**config.mk**
```make
export PLATFORM = sky130hd
export DESIGN_NAME = mii_stamp_inserter
export DESIGN_NICKNAME = d
export VERILOG_FILES = /design/src/rtl/mii_stamp_pkg.sv /design/src/rtl/stamp_lane.sv /design/src/rtl/mii_stamp_inserter.sv
export SDC_FILE = /design/constraint.sdc
export NUM_CORES = 1
export LEC_CHECK = 0
export ABC_AREA = 0
export BUFFER_PORTS_ARGS = -buffer_cell sky130_fd_sc_hd__buf_2
export CAP_MARGIN = 10
export CORE_MARGIN = 2
export CORE_UTILIZATION = 55
export CTS_CLUSTER_SIZE = 14
export DETAILED_ROUTE_END_ITERATION = 6
export PLACE_DENSITY_LB_ADDON = 0.08
export SETUP_SLACK_MARGIN = 0.5
export SYNTH_ARGS = -nofsm -noshare
export SYNTH_HDL_FRONTEND = slang
export SYNTH_SLANG_ARGS = --single-unit
```
**constraint.sdc**
```tcl
create_clock -name clk -period 4.2 [get_ports clk]
set_clock_uncertainty 0.1 [all_clocks]
set_input_delay 0.42 -clock clk [delete_from_list [all_inputs] [get_ports clk]]
set_output_delay 0.42 -clock clk [all_outputs]
set_load 0.01 [all_outputs]
```
**src/rtl/mii_stamp_pkg.sv**
```systemverilog
package mii_stamp_pkg;

    localparam logic [31:0] CRC_POLY_REFL = 32'hEDB88320;

    typedef struct packed {
        logic       en;
        logic [3:0] d;
    } nib_t;

    // Advance a reflected CRC-32 by one nibble (LSB first).
    function automatic logic [31:0] crc_step_nib(input logic [31:0] c, input logic [3:0] n);
        logic [31:0] r;
        r = c ^ {28'd0, n};
        for (int i = 0; i < 4; i++) begin
            r = r[0] ? ((r >> 1) ^ CRC_POLY_REFL) : (r >> 1);
        end
        return r;
    endfunction

endpackage

```
**src/rtl/stamp_lane.sv**
```systemverilog
module stamp_lane
    import mii_stamp_pkg::*;
#(
    parameter int TIME_W    = 32,
    parameter int ACC_W     = 16,
    parameter int STAMP_OFS = 2
) (
    input  logic                      clk,
    input  logic                      rst_n,
    input  logic [15:0]               sync_type,
    input  logic [TIME_W+ACC_W-1:0]   stamp_in,
    input  logic                      in_en,
    input  logic [3:0]                in_d,
    output logic                      out_en,
    output logic [3:0]                out_d
);
    localparam int SW        = TIME_W + ACC_W;
    localparam int STAMP_NIB = SW / 4;
    localparam int WS        = 28 + 2 * STAMP_OFS;     // first stamp nibble index
    localparam int WE        = WS + STAMP_NIB;         // one past last stamp nibble
    localparam int NEED      = WE + 8;                 // nibbles needed incl. check sequence
    localparam int PIPE_D    = STAMP_NIB + 10;
    localparam int AHEAD     = PIPE_D - 9;             // tap eight nibbles ahead of the tail
    localparam int IW        = $clog2(NEED + 1) + 1;

    localparam logic [IW-1:0] IDX_TYPE_LO = IW'(24);
    localparam logic [IW-1:0] IDX_TYPE_HI = IW'(27);
    localparam logic [IW-1:0] IDX_WS      = IW'(WS);
    localparam logic [IW-1:0] IDX_WE      = IW'(WE);
    localparam logic [IW-1:0] IDX_LAST    = IW'(NEED - 1);

    typedef struct packed {
        nib_t [PIPE_D-1:0] pipe;
        logic              in_post;
        logic [IW-1:0]     in_idx;
        logic [15:0]       type_sh;
        logic              match;
        logic              long_ok;
        logic [SW-1:0]     stamp;
        logic              out_post;
        logic [IW-1:0]     out_idx;
        logic              use_st;
        logic [31:0]       crc;
        logic [3:0]        fcs_cnt;
        nib_t              o;
    } lane_st_t;

    lane_st_t      st_d, st_q;
    nib_t          tail;
    logic          ahead_en;
    logic          act, in_fcs, qual;
    logic [IW-1:0] off;
    logic [SW-1:0] stamp_sh;
    logic [31:0]   crc_sh;

    assign tail     = st_q.pipe[PIPE_D-1];
    assign ahead_en = st_q.pipe[AHEAD].en;
    assign qual     = st_q.match && st_q.long_ok;

    always_comb begin
        st_d      = st_q;
        act       = 1'b0;
        in_fcs    = 1'b0;
        off       = st_q.out_idx - IDX_WS;
        stamp_sh  = st_q.stamp >> {off, 2'b00};
        crc_sh    = (~st_q.crc) >> {st_q.fcs_cnt[2:0], 2'b00};

        st_d.pipe = {st_q.pipe[PIPE_D-2:0], in_en, in_d};

        // Input side: parse type and length, capture stamp at delimiter.
        if (in_en) begin
            if (!st_q.in_post) begin
                if (in_d == 4'hD) begin
                    st_d.in_post = 1'b1;
                    st_d.in_idx  = '0;
                    st_d.match   = 1'b0;
                    st_d.long_ok = 1'b0;
                    st_d.stamp   = stamp_in;
                end
            end else begin
                if (st_q.in_idx != '1) st_d.in_idx = st_q.in_idx + 1'b1;
                if (st_q.in_idx >= IDX_TYPE_LO && st_q.in_idx <= IDX_TYPE_HI)
                    st_d.type_sh = {in_d, st_q.type_sh[15:4]};
                if (st_q.in_idx == IDX_TYPE_HI)
                    st_d.match = ({in_d, st_q.type_sh[15:4]} == {sync_type[7:0], sync_type[15:8]});
                if (st_q.in_idx == IDX_LAST)
                    st_d.long_ok = 1'b1;
            end
        end else begin
            st_d.in_post = 1'b0;
        end

        // Output side: overwrite stamp window, regenerate check sequence.
        st_d.o = tail;
        if (tail.en) begin
            if (!st_q.out_post) begin
                if (tail.d == 4'hD) begin
                    st_d.out_post = 1'b1;
                    st_d.out_idx  = '0;
                    st_d.use_st   = 1'b0;
                    st_d.crc      = '1;
                    st_d.fcs_cnt  = '0;
                end
            end else begin
                act         = st_q.use_st || (st_q.out_idx == IDX_WS && qual);
                in_fcs      = !ahead_en;
                st_d.use_st = act;
                if (act && in_fcs) begin
                    st_d.o.d     = crc_sh[3:0];
                    st_d.fcs_cnt = st_q.fcs_cnt + 1'b1;
                end else if (act && st_q.out_idx < IDX_WE) begin
                    st_d.o.d = stamp_sh[3:0];
                end
                if (!in_fcs) st_d.crc = crc_step_nib(st_q.crc, st_d.o.d);
                if (st_q.out_idx != '1) st_d.out_idx = st_q.out_idx + 1'b1;
            end
        end else begin
            st_d.out_post = 1'b0;
            st_d.use_st   = 1'b0;
        end
    end

    always_ff @(posedge clk or negedge rst_n) begin
        if (!rst_n) st_q <= '0;
        else        st_q <= st_d;
    end

    assign out_en = st_q.o.en;
    assign out_d  = st_q.o.d;

    // rewriting is only active for a matching, long-enough frame.
    assert_stamp_needs_match_R3: assert property (@(posedge clk) disable iff (!rst_n)
        st_q.use_st |-> (st_q.match && st_q.long_ok));

    // a rewritten frame ends after exactly eight regenerated nibbles.
    assert_fcs_length_R6: assert property (@(posedge clk) disable iff (!rst_n)
        (!tail.en && st_q.use_st) |-> (st_q.fcs_cnt == 4'd8));

    // the running CRC is frozen while its value is being emitted.
    assert_crc_hold_R6: assert property (@(posedge clk) disable iff (!rst_n)
        (st_q.use_st && st_q.out_post && tail.en && !ahead_en) |=> $stable(st_q.crc));

    // outside a rewritten frame the output is the delayed input nibble.
    assert_passthrough_R7: assert property (@(posedge clk) disable iff (!rst_n)
        (st_q.o.en && !st_q.use_st) |-> (st_q.o.d == $past(tail.d)));

endmodule

```
**src/rtl/mii_stamp_inserter.sv**
```systemverilog
module mii_stamp_inserter #(
    parameter int TIME_W    = 32,
    parameter int ACC_W     = 16,
    parameter int STAMP_OFS = 2
) (
    input  logic              clk,
    input  logic              rst_n,
    input  logic [15:0]       sync_type,
    input  logic [TIME_W-1:0] local_time,
    input  logic [ACC_W-1:0]  local_acc,
    input  logic              mac_tx_en,
    input  logic [3:0]        mac_txd,
    output logic              phy_tx_en,
    output logic [3:0]        phy_txd,
    input  logic              phy_rx_dv,
    input  logic [3:0]        phy_rxd,
    output logic              mac_rx_dv,
    output logic [3:0]        mac_rxd
);
    logic [TIME_W+ACC_W-1:0] stamp_word;
    assign stamp_word = {local_acc, local_time};

    // two identical, independent lanes.
    stamp_lane #(.TIME_W(TIME_W), .ACC_W(ACC_W), .STAMP_OFS(STAMP_OFS)) u_tx_lane (
        .clk(clk), .rst_n(rst_n), .sync_type(sync_type), .stamp_in(stamp_word),
        .in_en(mac_tx_en), .in_d(mac_txd), .out_en(phy_tx_en), .out_d(phy_txd)
    );

    stamp_lane #(.TIME_W(TIME_W), .ACC_W(ACC_W), .STAMP_OFS(STAMP_OFS)) u_rx_lane (
        .clk(clk), .rst_n(rst_n), .sync_type(sync_type), .stamp_in(stamp_word),
        .in_en(phy_rx_dv), .in_d(phy_rxd), .out_en(mac_rx_dv), .out_d(mac_rxd)
    );

endmodule

```
==> qor.yml <==
cts_buffer_depth: 3
max_freq_mhz: 293
nFillCells: 2372
drv_slew: 0
min_path_cells: 2
power_density_nw_per_um2: 556
cts_made_buffers: 47
viasPerCell: 5.50
nets: 1452
setup_viol: 0
drt_iter0_drc: 645
io_pins: 86
place_hpwl_microns: 23800
clockRootBuffer: "clkbuf_16"
arrival_ns: 3.71
ir_drop_v: 0.000408
cts_tree: "yes"
internal_power_w: 0.00851
start_util_pct: 55.5
multi_input_area_sq_um: 6110
clk_latency_ns: 0.57
syn_nets: 1339
cp-endpoint: "u_rx_lane.st_q[32]"
yosysTopAreaCell: "dfrtp_1"
clock_power_share_pct: 36.7
core-area_sq_um: 32300
port_buffers: 85
drtPass1Iterations: 5
finalWirelength_microns: 35600
reg2reg_from: "u_rx_lane.st_q[42]"
die_h_microns: 185
swShare_pct: 25.9
seq_area_sq_um: 11500
grt-ovfl-total: 0
critPathLaunchType: "flip-flop"
track_usage_pct: 21.9
synth_cell_types: 74
final_hold_viol_count: 0
crit_required_ns: 4.50
synthCells: 1255
switching_power_w: 0.00297
endpoint_kind: "flip-flop"
worstPathCellList: "buf_4 > mux4_2 > inv_1 > o22ai_1 > a211oi_2 > xnor2_4 > xnor3_1 > xor2_1 > a21oi_1"
power.total_w: 0.0115
post-cts-setup-buffers: 0
rr_worst_depth: 9
via_count: 10144
dieArea_sq_um: 34000
antenna_found_initial: 3
ys_seq_area_share_pct: 63.9
grt_pass1_wl_microns: 57800
startpoint: "u_rx_lane.st_q[42]"
pre_cts_ws_ns: 0.590
yosys_warnings: 0
r2r_slack_ns: 0.78
period_minus_slack_ns: 3.42
ant_nets: 0
htreeDepth: 2
status: "finished clean"
wl_per_cell_microns: 19.3
min_path_type: "in -> reg"
tns_ns: 0
grt_max_degree: 107
syn_area_sq_um: 17900
ys_ff_latch: 458
p_leak_nw: 8.88
timing.slew.headroom_pct: 19.3
r2r_end: "u_rx_lane.st_q[32]"
syn2layout_area_growth_pct: 15.2
drcViolationCount: 0
path_clk_slew_ns: 0.06
synth_edf_count: 0
finalWorstSetupSlack_ns: 0.784
drive_gt1_share_pct: 26.1
comb_power_share_pct: 16.1
avgSynthCellArea_sq_um: 14.3
grt_pass1_vias: 10554
rows: 66
cts.sinks: 458
async_flop_share_pct: 100
critPathMaxStageDelay_ns: 0.61
synth_area_leaders: "dfrtp_1, mux2_2, mux4_2"
critPathSlowestCell: "dfrtp_1"
worst_pin_slew_ns: 1.21
netlist.area_leader.share_pct: 63.9
fin_crit_sh_pct: 81.3
fin_area_sq_um: 20600
gp_congestion: 0.835
whs_ns: 0.0259
seq_power_share_pct: 47.2
maxCapViolCount: 0
synthFlopType: "dfrtp_1"
die_x_microns: 185
critPathKind: "reg -> reg"
cp_max_fo: 10
rsz0062_at_grt: "no"
place_area_sq_um: 18800
power by group through the flow:
| stage | registers, W | logic [W] | clock network, W |
|---|---|---|---|
| detailed placement | 0.00549 | 0.00184 | 0 |
| global placement | 0.00549 | 0.00179 | 0 |
| finish | 0.00542 | 0.00185 | 0.00422 |
| floorplan | 0.00530 | 0.00148 | 0 |
| global route | 0.00549 | 0.00203 | 0.00451 |
| CTS | 0.00542 | 0.00187 | 0.00434 |
per-layer routing:
metal / GRT usage (%) / wire [microns] / vias to the layer above
met3: 4.13 / 1690 / 55
met4: 5.79 / 651 / 4
met1: 33.0 / 17000 / 5209
met2: 32.9 / 16200 / 227
li1: - / - / 4649
met5: 0 / 27 / -
critical path, delay by kind of cell (launching register included):
family                    cells  cell delay, ns
muxes                         1            0.55
AOI/OAI and AO/OA             3            0.67
xor gates and xnor gates      3            0.96
buffers and inverters         2            0.35
DFF                           1            0.61
layout by cell type, fill, tap and decap left out, types with 19 or more instances in the layout:
master	netlist	routed
dfrtp_1	458	456
mux2_2	124	124
buf_2	9	84
xnor2_1	80	80
nor2_1	77	77
nand2_1	47	47
clkbuf_16	0	47
a21oi_1	46	45
o21ai_0	44	44
mux4_2	33	33
xor2_1	30	30
dlygate4sd3_1	0	23
inv_1	21	21
nand3_1	21	21
nor3_1	20	20
mux2i_1	19	19
timing repair:
item	4_1_cts	5_1_grt
endpoints found under the hold margin	125	0
hold buffers	23	0
endpoints found under the setup margin	0	6
gates resized for setup	0	2
synthesized netlist by cell type, drive strengths merged (5+ instances only):
cell and count:
a211oi 9, a21oi 46, a2bb2oi 7, a41oi 8, and3 9, and3b 5, buf 34, clkbuf 27
dfrtp 458, ha 8, inv 21, mux2 124, mux2i 19, mux4 33, nand2 47, nand3 22
nand4 16, nor2 77, nor3 20, o21ai 48, o22a 13, or3 6, xnor2 87, xor2 30
stage by stage:
stage                     util, %  instances
after floorplan                 -       1255
after global placement       58.2       1738
after detailed placement     58.2       1738
after CTS                    63.9       1845
after global routing         63.9       1845
final                        63.9       1846
worst min-delay path by stage:
stage / from / end / slack [ns]
floorplan: rst_n / u_rx_lane.ahead_en / 0.02
global placement: u_tx_lane.st_d[202] / u_tx_lane.st_d[207] / 0.23
CTS: local_time[19] / u_tx_lane.st_q[69] / 0.000003
global route: local_time[12] / u_rx_lane.st_q[62] / 0.01
detailed placement: u_rx_lane.st_d[140] / u_rx_lane.st_d[145] / 0.23
finish: local_time[27] / u_rx_lane.st_q[77] / 0.03
cell families after synthesis:
| group | share of synthesized area (%) |
|---|---|
| flip-flops | 63.9 |
| AND/OR/NAND/NOR | 6.86 |
| multiplexers | 13.0 |
| AO/OA/AOI/OAI | 6.75 |
| XOR/XNOR | 6.77 |
| buffers and inverters | 2.12 |
| adder cells (fa/ha/maj) | 0.558 |
state kept, by name (all words and copies together), names as in the netlist:
name / cells
u_tx_lane.st_q: 118
u_tx_lane.out_en: 1
u_tx_lane.st_d: 105
u_rx_lane.out_d: 4
u_rx_lane.st_d: 105
u_rx_lane.ahead_en: 1
u_tx_lane.out_d: 4
u_rx_lane.st_q: 118
u_rx_lane.out_en: 1
u_tx_lane.ahead_en: 1
final cells by class:
type	count	share of cell area, %
inverters	21	0.382
clock buffers	68	6.61
well taps	442	2.68
multi-input cells	715	29.6
flip-flops and latches	458	55.5
diodes	1	0.0121
repair buffers	125	4.02
clock inverters	16	1.18
Power figures use the tool's default switching activity.
